$ cat src/rtl/fuse_rd_pkg.sv
package fuse_rd_pkg;
  typedef enum logic [1:0] {
    ERR_NONE  = 2'd0,
    ERR_ALIGN = 2'd1,
    ERR_BUSY  = 2'd2
  } fuse_err_e;

  typedef enum logic [2:0] {
    T_IDLE, T_PWR_UP, T_ISSUE, T_WAIT, T_DRAIN, T_PWR_DN, T_DONE
  } top_st_e;

  typedef enum logic [3:0] {
    P_IDLE, P_WM_ON, P_SW1_ON, P_WAIT_UP, P_SW2_ON, P_ISO_OFF, P_BURST_ON,
    P_ISO_ON, P_SW2_OFF, P_WAIT_DN, P_SW1_OFF, P_WM_OFF, P_BURST_OFF
  } pwr_st_e;

  localparam int unsigned BYTES_PER_WORD = 4;
endpackage

$ cat src/rtl/fuse_pwr_seq.sv
module fuse_pwr_seq
  import fuse_rd_pkg::*;
#(
  parameter int unsigned SETTLE_CYC = 16
) (
  input  logic clk_i,
  input  logic rst_ni,
  input  logic up_i,
  input  logic dn_i,
  input  logic skip_i,
  output logic done_o,
  output logic wm_o,
  output logic sw1_o,
  output logic sw2_o,
  output logic iso_o,
  output logic burst_o
);
  localparam int unsigned CW = (SETTLE_CYC < 2) ? 1 : $clog2(SETTLE_CYC + 1);

  pwr_st_e       st_q;
  logic [CW-1:0] cnt_q;

  always_ff @(posedge clk_i or negedge rst_ni) begin
    if (!rst_ni) begin
      st_q    <= P_IDLE;
      cnt_q   <= '0;
      wm_o    <= 1'b0;
      sw1_o   <= 1'b0;
      sw2_o   <= 1'b0;
      iso_o   <= 1'b1;
      burst_o <= 1'b0;
    end else begin
      unique case (st_q)
        P_IDLE: begin
          if (up_i)      st_q <= P_WM_ON;
          else if (dn_i) st_q <= skip_i ? P_WM_OFF : P_ISO_ON;
        end
        P_WM_ON: begin
          wm_o <= 1'b1;
          st_q <= skip_i ? P_BURST_ON : P_SW1_ON;
        end
        P_SW1_ON: begin
          sw1_o <= 1'b1;
          cnt_q <= '0;
          st_q  <= P_WAIT_UP;
        end
        P_WAIT_UP: begin
          if (cnt_q == CW'(SETTLE_CYC - 1)) st_q <= P_SW2_ON;
          else cnt_q <= cnt_q + 1'b1;
        end
        P_SW2_ON: begin
          sw2_o <= 1'b1;
          st_q  <= P_ISO_OFF;
        end
        P_ISO_OFF: begin
          iso_o <= 1'b0;
          st_q  <= P_BURST_ON;
        end
        P_BURST_ON: begin
          burst_o <= 1'b1;
          st_q    <= P_IDLE;
        end
        P_ISO_ON: begin
          iso_o <= 1'b1;
          st_q  <= P_SW2_OFF;
        end
        P_SW2_OFF: begin
          sw2_o <= 1'b0;
          cnt_q <= '0;
          st_q  <= P_WAIT_DN;
        end
        P_WAIT_DN: begin
          if (cnt_q == CW'(SETTLE_CYC - 1)) st_q <= P_SW1_OFF;
          else cnt_q <= cnt_q + 1'b1;
        end
        P_SW1_OFF: begin
          sw1_o <= 1'b0;
          st_q  <= P_WM_OFF;
        end
        P_WM_OFF: begin
          wm_o <= 1'b0;
          st_q <= P_BURST_OFF;
        end
        P_BURST_OFF: begin
          burst_o <= 1'b0;
          st_q    <= P_IDLE;
        end
        default: st_q <= P_IDLE;
      endcase
    end
  end

  // last step of either direction is being applied
  assign done_o = (st_q == P_BURST_ON) || (st_q == P_BURST_OFF);
endmodule

$ cat src/rtl/fuse_word_rd.sv
module fuse_word_rd #(
  parameter int unsigned AW          = 16,
  parameter int unsigned DW          = 32,
  parameter int unsigned TIMEOUT_CYC = 64
) (
  input  logic          clk_i,
  input  logic          rst_ni,
  input  logic          start_i,
  input  logic [AW-1:0] addr_i,
  output logic          fuse_req_o,
  output logic [AW-1:0] fuse_addr_o,
  input  logic          fuse_rdy_i,
  input  logic [DW-1:0] fuse_data_i,
  output logic [DW-1:0] word_o,
  output logic          word_vld_o,
  output logic          tmo_o
);
  localparam int unsigned TW = (TIMEOUT_CYC < 2) ? 1 : $clog2(TIMEOUT_CYC + 1);

  logic          wait_q, req_q, vld_q, tmo_q;
  logic [AW-1:0] addr_q;
  logic [DW-1:0] word_q;
  logic [TW-1:0] cnt_q;

  always_ff @(posedge clk_i or negedge rst_ni) begin
    if (!rst_ni) begin
      wait_q <= 1'b0;
      req_q  <= 1'b0;
      vld_q  <= 1'b0;
      tmo_q  <= 1'b0;
      addr_q <= '0;
      word_q <= '0;
      cnt_q  <= '0;
    end else begin
      req_q <= 1'b0;
      vld_q <= 1'b0;
      tmo_q <= 1'b0;
      if (!wait_q) begin
        if (start_i) begin
          wait_q <= 1'b1;
          req_q  <= 1'b1;
          addr_q <= addr_i;
          cnt_q  <= '0;
        end
      end else if (fuse_rdy_i && !req_q) begin
        // ready seen during the strobe cycle is stale from the previous word
        word_q <= fuse_data_i;
        vld_q  <= 1'b1;
        wait_q <= 1'b0;
      end else if (cnt_q == TW'(TIMEOUT_CYC - 1)) begin
        tmo_q  <= 1'b1;
        wait_q <= 1'b0;
      end else begin
        cnt_q <= cnt_q + 1'b1;
      end
    end
  end

  assign fuse_req_o  = req_q;
  assign fuse_addr_o = addr_q;
  assign word_o      = word_q;
  assign word_vld_o  = vld_q;
  assign tmo_o       = tmo_q;
endmodule

$ cat src/rtl/fuse_byte_ser.sv
module fuse_byte_ser #(
  parameter int unsigned DW = 32
) (
  input  logic          clk_i,
  input  logic          rst_ni,
  input  logic          load_i,
  input  logic [DW-1:0] word_i,
  output logic          out_valid_o,
  input  logic          out_ready_i,
  output logic [7:0]    out_data_o,
  output logic          empty_o
);
  localparam int unsigned NB = DW / 8;
  localparam int unsigned BW = $clog2(NB + 1);

  logic [DW-1:0] sh_q;
  logic [BW-1:0] left_q;

  always_ff @(posedge clk_i or negedge rst_ni) begin
    if (!rst_ni) begin
      sh_q   <= '0;
      left_q <= '0;
    end else if (load_i) begin
      sh_q   <= word_i;
      left_q <= BW'(NB);
    end else if (left_q != '0 && out_ready_i) begin
      sh_q   <= sh_q >> 8;
      left_q <= left_q - 1'b1;
    end
  end

  assign out_valid_o = (left_q != '0);
  assign out_data_o  = sh_q[7:0];
  assign empty_o     = (left_q == '0);
endmodule

$ cat src/rtl/fuse_rd_seq.sv
module fuse_rd_seq
  import fuse_rd_pkg::*;
#(
  parameter int unsigned AW           = 16,
  parameter int unsigned LW           = 16,
  parameter int unsigned CLK_MHZ      = 100,
  parameter int unsigned SETTLE_US    = 1000,
  parameter int unsigned TIMEOUT_US   = 1000000,
  parameter bit          SIM_FAST     = 1'b0,
  parameter int unsigned FAST_SETTLE  = 16,
  parameter int unsigned FAST_TIMEOUT = 64
) (
  input  logic          clk_i,
  input  logic          rst_ni,
  input  logic          req_valid_i,
  output logic          req_ready_o,
  input  logic [AW-1:0] req_addr_i,
  input  logic [LW-1:0] req_len_i,
  input  logic          skip_pwr_i,
  output logic          out_valid_o,
  input  logic          out_ready_i,
  output logic [7:0]    out_data_o,
  output logic          done_o,
  output logic [1:0]    err_o,
  output logic          wm_ovr_o,
  output logic          pwr_sw1_o,
  output logic          pwr_sw2_o,
  output logic          iso_o,
  output logic          burst_o,
  output logic          fuse_req_o,
  output logic [AW-1:0] fuse_addr_o,
  input  logic          fuse_rdy_i,
  input  logic [31:0]   fuse_data_i
);
  localparam int unsigned DW          = 8 * BYTES_PER_WORD;
  localparam int unsigned SETTLE_CYC  = SIM_FAST ? FAST_SETTLE  : CLK_MHZ * SETTLE_US;
  localparam int unsigned TIMEOUT_CYC = SIM_FAST ? FAST_TIMEOUT : CLK_MHZ * TIMEOUT_US;
  localparam int unsigned NW          = LW - 2;

  top_st_e       st_q;
  fuse_err_e     err_q;
  logic [AW-1:0] addr_q;
  logic [NW-1:0] left_q;
  logic          skip_q;

  logic          misalign, zero_len, up_go, dn_go, rd_start, ser_load;
  logic          pwr_done, word_vld, tmo, ser_empty, pwr_skip;
  logic [DW-1:0] word;

  assign misalign = (|req_addr_i[1:0]) || (|req_len_i[1:0]);
  assign zero_len = (req_len_i == '0);
  assign up_go    = (st_q == T_IDLE) && req_valid_i && !misalign && !zero_len;
  assign rd_start = (st_q == T_ISSUE);
  assign ser_load = (st_q == T_WAIT) && word_vld;
  assign dn_go    = ((st_q == T_WAIT) && !word_vld && tmo) ||
                    ((st_q == T_DRAIN) && ser_empty && left_q == '0);
  assign pwr_skip = (st_q == T_IDLE) ? skip_pwr_i : skip_q;

  always_ff @(posedge clk_i or negedge rst_ni) begin
    if (!rst_ni) begin
      st_q   <= T_IDLE;
      err_q  <= ERR_NONE;
      addr_q <= '0;
      left_q <= '0;
      skip_q <= 1'b0;
    end else begin
      unique case (st_q)
        T_IDLE: if (req_valid_i) begin
          skip_q <= skip_pwr_i;
          addr_q <= req_addr_i;
          left_q <= req_len_i[LW-1:2];
          if (misalign) begin
            err_q <= ERR_ALIGN;
            st_q  <= T_DONE;
          end else begin
            err_q <= ERR_NONE;
            st_q  <= zero_len ? T_DONE : T_PWR_UP;
          end
        end
        T_PWR_UP: if (pwr_done) st_q <= T_ISSUE;
        T_ISSUE:  st_q <= T_WAIT;
        T_WAIT: begin
          if (word_vld) begin
            addr_q <= addr_q + AW'(BYTES_PER_WORD);
            left_q <= left_q - 1'b1;
            st_q   <= T_DRAIN;
          end else if (tmo) begin
            err_q <= ERR_BUSY;
            st_q  <= T_PWR_DN;
          end
        end
        T_DRAIN: if (ser_empty) st_q <= (left_q == '0) ? T_PWR_DN : T_ISSUE;
        T_PWR_DN: if (pwr_done) st_q <= T_DONE;
        T_DONE:   st_q <= T_IDLE;
        default:  st_q <= T_IDLE;
      endcase
    end
  end

  fuse_pwr_seq #(.SETTLE_CYC(SETTLE_CYC)) u_pwr (
    .clk_i   (clk_i),
    .rst_ni  (rst_ni),
    .up_i    (up_go),
    .dn_i    (dn_go),
    .skip_i  (pwr_skip),
    .done_o  (pwr_done),
    .wm_o    (wm_ovr_o),
    .sw1_o   (pwr_sw1_o),
    .sw2_o   (pwr_sw2_o),
    .iso_o   (iso_o),
    .burst_o (burst_o)
  );

  fuse_word_rd #(.AW(AW), .DW(DW), .TIMEOUT_CYC(TIMEOUT_CYC)) u_word (
    .clk_i       (clk_i),
    .rst_ni      (rst_ni),
    .start_i     (rd_start),
    .addr_i      (addr_q),
    .fuse_req_o  (fuse_req_o),
    .fuse_addr_o (fuse_addr_o),
    .fuse_rdy_i  (fuse_rdy_i),
    .fuse_data_i (fuse_data_i),
    .word_o      (word),
    .word_vld_o  (word_vld),
    .tmo_o       (tmo)
  );

  fuse_byte_ser #(.DW(DW)) u_ser (
    .clk_i       (clk_i),
    .rst_ni      (rst_ni),
    .load_i      (ser_load),
    .word_i      (word),
    .out_valid_o (out_valid_o),
    .out_ready_i (out_ready_i),
    .out_data_o  (out_data_o),
    .empty_o     (ser_empty)
  );

  assign req_ready_o = (st_q == T_IDLE);
  assign done_o      = (st_q == T_DONE);
  assign err_o       = done_o ? err_q : ERR_NONE;
endmodule

$ cat config.mk
export PLATFORM = sky130hd
export DESIGN_NAME = fuse_rd_seq
export DESIGN_NICKNAME = d
export VERILOG_FILES = /design/src/rtl/fuse_rd_pkg.sv /design/src/rtl/fuse_pwr_seq.sv /design/src/rtl/fuse_word_rd.sv /design/src/rtl/fuse_byte_ser.sv /design/src/rtl/fuse_rd_seq.sv
export SDC_FILE = /design/constraint.sdc
export NUM_CORES = 1
export LEC_CHECK = 0
export ABC_AREA = 1
export BUFFER_PORTS_ARGS = -buffer_cell sky130_fd_sc_hd__buf_2
export CORE_UTILIZATION = 53
export DETAILED_ROUTE_END_ITERATION = 10
export GPL_ROUTABILITY_DRIVEN = 0
export PLACE_DENSITY = 0.86
export SYNTH_ARGS = -nofsm -noshare
export SYNTH_HDL_FRONTEND = slang
export SYNTH_SLANG_ARGS = --single-unit
$ cat constraint.sdc
create_clock -name clk_i -period 1.8 [get_ports clk_i]
set_input_delay 0.09 -clock clk_i [delete_from_list [all_inputs] [get_ports clk_i]]
set_output_delay 0.09 -clock clk_i [all_outputs]
set_load 0.01 [all_outputs]
After elaboration in Yosys (flattened, before gate mapping)
Cells that the tools add are included.
{"block": "totals", "out_inout_bits": 35, "register_bits": 176, "word_cells": 161, "inputBits": 70}
{"block": "classes", "addsub": 5, "n_reduce_logical": 45, "eq_ne": 34, "bitwise_logic": 1, "n_mux": 55}
{"op": "two-way mux 27 bit", "count": 4}
{"op": "two-way mux 32 bit", "count": 2}
{"op": "case mux 4 bit (11 select lines)", "count": 1}
{"op": "two-way mux 3 bit", "count": 12}
{"op": "case mux 17 bit (2 select lines)", "count": 1}
{"op": "two-way mux 16 bit", "count": 2}
{"op": "case mux 16 bit (2 select lines)", "count": 1}
{"op": "two-way mux 14 bit", "count": 2}
{"op": "case mux 14 bit (2 select lines)", "count": 1}
{"op": "adder 27 x 1 -> 27 bit (second input constant)", "count": 1}
{"op": "== test 27 bit (second input constant)", "count": 1}
{"op": "== test 4 bit (second input constant)", "count": 5}
{"op": "two-way mux 4 bit", "count": 5}
{"op": "case mux 3 bit (6 select lines)", "count": 1}
{"op": "nonzero test 2 bit", "count": 9}
{"op": "adder 17 x 1 -> 17 bit (second input constant)", "count": 1}
{"op": "== test 17 bit (second input constant)", "count": 1}
{"op": "two-way mux 17 bit", "count": 1}
{"op": "adder 16 x 3 -> 16 bit (second input constant)", "count": 1}
{"op": "== test 4 x 3 -> 1 bit (second input constant)", "count": 4}
{"op": "zero test 16 bit", "count": 1}
{"op": "inequality test 2 bit (second input constant)", "count": 8}
{"op": "zero test 14 bit", "count": 1}
{"op": "subtractor 14 x 1 -> 14 bit (second input constant)", "count": 1}
{"op": "25 further kinds", "count": 73}

Logic depth before layout (Yosys ltp)
{"block": "logic_depth", "ltp_word": 7, "depth_mapped": 11, "mapped_depth_nobuf": 11}

By module
Synthesis repeated with hierarchy kept, for this count alone.
{"block": "unflattened", "cells_unflattened": 1420, "area_unflattened_um2": 10102.2}
{"mod": "fuse_word_rd", "cells_each": 536, "seq_area_each_um2": 1976.9, "instances": 1, "area_per_inst_um2": 3968.8}
{"mod": "fuse_rd_seq", "cells_each": 398, "seq_area_each_um2": 900.9, "instances": 1, "area_per_inst_um2": 2539.9}
{"mod": "fuse_byte_ser", "cells_each": 240, "seq_area_each_um2": 875.8, "instances": 1, "area_per_inst_um2": 1810.5}
{"mod": "fuse_pwr_seq", "cells_each": 246, "seq_area_each_um2": 651.9, "instances": 1, "area_per_inst_um2": 1783.0}

Worst setup path after synthesis
No wires, ideal clock.
{"block": "synth_path", "path_type": "reg-to-reg", "start": "register u_word.cnt_q[0]", "end": "register u_word.cnt_q[24]", "path_slack_ns": 0.157, "n_path_buf": 1, "arrival_time_ns": 1.527, "setup_ns": 0.117, "period_less_slack_ns": 1.643, "t_required_ns": 1.683, "path_stages_with_launch": 12, "path_cell_list": "dfrtp_1 -> ha_1 -> nand3_2 -> inv_2 -> nand2_2 -> nor2_2 -> nand2_2 -> nand2_4 -> nand2_4 -> buf_6 -> nand2_1 -> nand2_1"}
{"block": "synth_via", "elab_chain_len": 4, "elab_cells_between_ends": 7}
{"element": "from (decl)", "line_no": "fuse_word_rd.sv:23", "text": "logic [TW-1:0] cnt_q;"}
{"element": "from (signal assigned)", "line_no": "fuse_word_rd.sv:54", "text": "cnt_q <= cnt_q + 1'b1;"}
{"element": "adder 27 x 1 -> 27 bit", "line_no": "fuse_word_rd.sv:54"}
{"element": "two-way mux 27 bit", "line_no": "fuse_word_rd.sv:50", "text": "end else if (cnt_q == TW'(TIMEOUT_CYC - 1)) begin"}
{"element": "two-way mux 27 bit", "line_no": "fuse_word_rd.sv:45", "text": "end else if (fuse_rdy_i && !req_q) begin"}
{"element": "two-way mux 27 bit", "line_no": "fuse_word_rd.sv:38", "text": "if (!wait_q) begin"}
Parallel ways exist; a longest one is shown, timed or not. The select of a mux whose other input is x is not followed.
A chain may end at the register's enable or synchronous reset.

Worst setup path in the final report
{"block": "layout_path", "start": "register st_q[1]", "end": "register u_ser.sh_q[1]"}
{"block": "layout_via", "elab_chain_len": 3, "elab_cells_between_ends": 4}
{"element": "from (decl)", "line_no": "fuse_rd_seq.sv:40", "text": "top_st_e st_q;"}
{"element": "from (signal assigned)", "line_no": "fuse_rd_seq.sv:77", "text": "st_q <= zero_len ? T_DONE : T_PWR_UP;"}
{"element": "from (signal assigned)", "line_no": "fuse_rd_seq.sv:92", "text": "T_DRAIN: if (ser_empty) st_q <= (left_q == '0) ? T_PWR_DN : T_ISSUE;"}
{"element": "== test 3 x 2 -> 1 bit *", "line_no": "fuse_rd_seq.sv:54", "text": "assign ser_load = (st_q == T_WAIT) && word_vld;"}
{"element": "logical AND 1 bit *", "line_no": "fuse_rd_seq.sv:54"}
{"element": "two-way mux 32 bit / nonzero test 2 bit (equally long branches)"}
{"element": "to (signal assigned)", "line_no": "fuse_byte_ser.sv:24", "text": "sh_q <= word_i;"}
{"element": "to (signal assigned)", "line_no": "fuse_byte_ser.sv:27", "text": "sh_q <= sh_q >> 8;"}
{"element": "to (decl)", "line_no": "fuse_byte_ser.sv:16", "text": "logic [DW-1:0] sh_q;"}
Every way passes the cells marked *; elsewhere a longest branch is shown, timed or not.

==> results.sh <==
export IMPL_r2r_setup_slack_ns=0.08
export IMPL_slew_violations=0
export IMPL_cap_violations=0
export IMPL_die_h_um=135
export IMPL_finalHoldViolations=0
export IMPL_pre_cts_ws_ns=0.113
export IMPL_root_buffer="clkbuf_16"
export IMPL_synth_seq_cells=176
export IMPL_synth_edff_count=0
export IMPL_core_um2=17200
export IMPL_hold_path_class="in2reg"
export IMPL_clockBufferDepth=2
export IMPL_netlist_area_um2=9350
export IMPL_htree_levels=4
export IMPL_path_max_fanout=19
export IMPL_slowest_stage="dfrtp_1"
export IMPL_power_density_nw_per_um2=1340
export IMPL_min_from="req_len_i[14]"
export IMPL_fin_worst_skew_ns=0.0214
export IMPL_die_w_um=135
export IMPL_async_flop_share=1.00
export IMPL_synth_area_leaders="dfrtp_1 (47%), nand2_1 (18%), nor2_1 (6.0%), nand3_1 (5.7%), o21ai_0 (4.4%)"
export IMPL_clkSinkCount=176
export IMPL_max_freq_mhz=582
export IMPL_finalWirelength_mm=26.0
export IMPL_ys_warn_count=0
export IMPL_crit_family="simple AND/OR/NAND/NOR gates"
export IMPL_status="complete, no violations"
export IMPL_grt_pass1_vias=9031
export IMPL_initial_core_util=0.542
export IMPL_timing_setup_tns_ns=0
export IMPL_cts_tree="yes"
export IMPL_ff2ff_path_depth=9
export IMPL_p_leak_nw=5.53
export IMPL_area_growth_pct=23.3
export IMPL_cp_start_kind="register"
export IMPL_clk_latency_ns=0.46
export IMPL_post_dp_hpwl_mm=15.9
export IMPL_synth_nets=1345
export IMPL_max_stage_delay_ns=0.41
export IMPL_drc=0
export IMPL_slew_headroom=0.626
export IMPL_hold_path_end="left_q[12]$_DFFE_PN0P_"
export IMPL_final_setup_viol_count=0
export IMPL_num_vias=9401
export IMPL_finish_utilization=0.669
export IMPL_globalRouteTotalUtil=0.295
export IMPL_synth_cells=1269
export IMPL_antennaDiodeCount=0
export IMPL_synth_cell_types=39
export IMPL_r2r_end="u_ser.sh_q[1]$_DFFE_PN0P_"
export IMPL_drive_gt1_frac=0.141
export IMPL_peakVddDrop_v=0.000948
export IMPL_drt_iter0_markers=964
export IMPL_ys_seq_area_frac=0.471
export IMPL_num_rows=48
export IMPL_drt_pass1_iter_count=6
export IMPL_layout_common_cells="nand2_1 (451), dfrtp_1 (175), nor2_1 (148)"
export IMPL_antenna_found_initial=0
export IMPL_tightest_slew_ns=0.560
export IMPL_r2r_start="st_q[1]$_DFFE_PN0P_"
export IMPL_arrival_ns=2.08
export IMPL_dieArea_um2=18200
export IMPL_worstPathBufferInverterCount=4
export IMPL_critPathKind="reg2reg"
export IMPL_final_common_cell="nand2_1"
export IMPL_clkTransAtPathRegs_ns=0.08
export IMPL_setup_ws_ns=0.0828
export IMPL_numCtsBuffers=17
export IMPL_grt_max_degree=56
export IMPL_synth_top_area_cell="dfrtp_1"
export IMPL_syn_avg_cell_area_um2=7.37
export IMPL_globalRouteOverflowTotal=0
export IMPL_holdPathStages=3
export IMPL_detail_route_antenna_nets=0
export IMPL_floorplan_io_pins=105
export IMPL_yosysTopAreaCellShare=0.468
export IMPL_grt_pass1_wl_mm=42.4
export IMPL_finalCritPeriodShare=0.954
export IMPL_worstPathRequired_ns=2.16
export IMPL_layout_min_cycle_time_ns=1.72
export IMPL_cp_common_cell="inv_2"
export IMPL_numPortBuffers=104
export IMPL_viasPerCell=5.62
export IMPL_end_kind="register"
export IMPL_path_cells="inv_1 -> nor2_2 -> nand2_2 -> nor2_4 -> inv_2 -> nand2_4 -> inv_2 -> buf_12 -> o211ai_1"
export IMPL_final_net_count=1510
export IMPL_synth_flop_cell="dfrtp_1"
export IMPL_post_drt_wl_per_cell_um=15.5
## area by class of cell
class | count | area, µm²
Timing Repair Buffer | 196 | 1480
Clock inverter | 15 | 244
Tap cell | 225 | 282
Sequential cell | 176 | 4410
Clock buffer | 17 | 425
Inverter | 103 | 389
Fill cell | 1263 | 5710
Multi-Input combinational cell | 940 | 4300
## through the flow
stage	area [µm²]	hold slack (ns)	total power, W	cells
after global placement	10200	0.0953	0.0107	1580
after global routing	11500	0.0260	0.0164	1672
after CTS	11500	0.00381	0.0151	1669
after detailed placement	10200	0.0962	0.0109	1580
after floorplan	9350	-0.206	0.00933	1269
final	11500	0.00151	0.0155	1672
## power breakdown
part | internal (W) | total, W | switching [W]
Clock | 0.00217 | 0.00407 | 0.00190
Sequential | 0.00513 | 0.00600 | 0.000872
Combinational | 0.00187 | 0.00542 | 0.00355
Total | 0.00918 | 0.0155 | 0.00632
## Yosys cell counts (3+ instances only)
cell type  number
nor2_1        149
o22ai_1        10
a22oi_1         3
nand3_1       106
xor2_1         17
or2_2           3
nand2_4         5
ha_1            6
clkbuf_1       16
xnor2_1        10
a21oi_1        13
o21ai_0        82
nor2_2          5
nand4_1        13
dfrtp_1       175
nand2_1       451
o21ai_1        19
inv_2           7
inv_1          94
nand2_2         4
nor3_1         11
buf_4          14
o211ai_1       16
buf_2          18
## worst max path at each step
stage / from / end / slack (ns) / depth (start not counted)
final: st_q[1]$_DFFE_PN0P_ / u_ser.sh_q[1]$_DFFE_PN0P_ / 0.08 / 9
after global placement: left_q[0]$_DFFE_PN0P_ / u_pwr.st_q[2]$_DFFE_PN0P_ / 0.18 / 8
after global routing: u_word.cnt_q[1]$_DFFE_PN0P_ / u_word.cnt_q[22]$_DFFE_PN0P_ / -0.03 / 10
after floorplan: u_word.cnt_q[0]$_DFFE_PN0P_ / u_word.cnt_q[24]$_DFFE_PN0P_ / 0.16 / 11
after CTS: u_word.cnt_q[1]$_DFFE_PN0P_ / u_word.cnt_q[22]$_DFFE_PN0P_ / 0.09 / 10
after detailed placement: u_word.cnt_q[1]$_DFFE_PN0P_ / u_word.cnt_q[22]$_DFFE_PN0P_ / 0.11 / 10
## logic make-up (layout without fill, tap and decap cells)
group	count (synthesis)	in the layout	synth area share
compound gates	153	153	0.0915
xor+xnor	27	27	0.0253
fa+ha+maj	6	6	0.00803
buf+inv	153	331	0.0713
flops	176	176	0.471
simple gates	754	754	0.333
## state kept, by name (all words and copies together) (netlist names)
signal / count
u_ser.sh_q: 32
u_word.word_o: 32
u_word.cnt_q: 27
u_pwr.cnt_q: 17
addr_q: 16
u_word.fuse_addr_o: 16
left_q: 14
u_pwr.st_q: 4
st_q: 3
u_ser.left_q: 3
err_q: 2
skip_q: 1
u_pwr.burst_o: 1
u_pwr.iso_o: 1
u_pwr.sw1_o: 1
u_pwr.sw2_o: 1
u_pwr.wm_o: 1
u_word.fuse_req_o: 1
u_word.tmo_o: 1
u_word.wait_q: 1
u_word.word_vld_o: 1
## what timing repair did
item	4_1_cts	5_1_grt
setup buffers	0	2
endpoints found under the setup margin	0	51
hold buffers	57	0
resized for setup	0	9
endpoints found under the hold margin	107	0
## layer usage
layer  part of all wire  track usage  up-vias
met5                  0            0        -
met4              0.048        0.155        0
met3              0.065       0.0559      120
met2               0.48        0.482      474
met1               0.41        0.372     4425
li1                   -            -     4382
## tightest hold or removal path, delay by kind of cell
family	cells	cell delay, ns
AO/OA/AOI/OAI	2	0.21
buffers and inverters	1	0.09
Note: power is estimated with default switching activity, not from simulation.
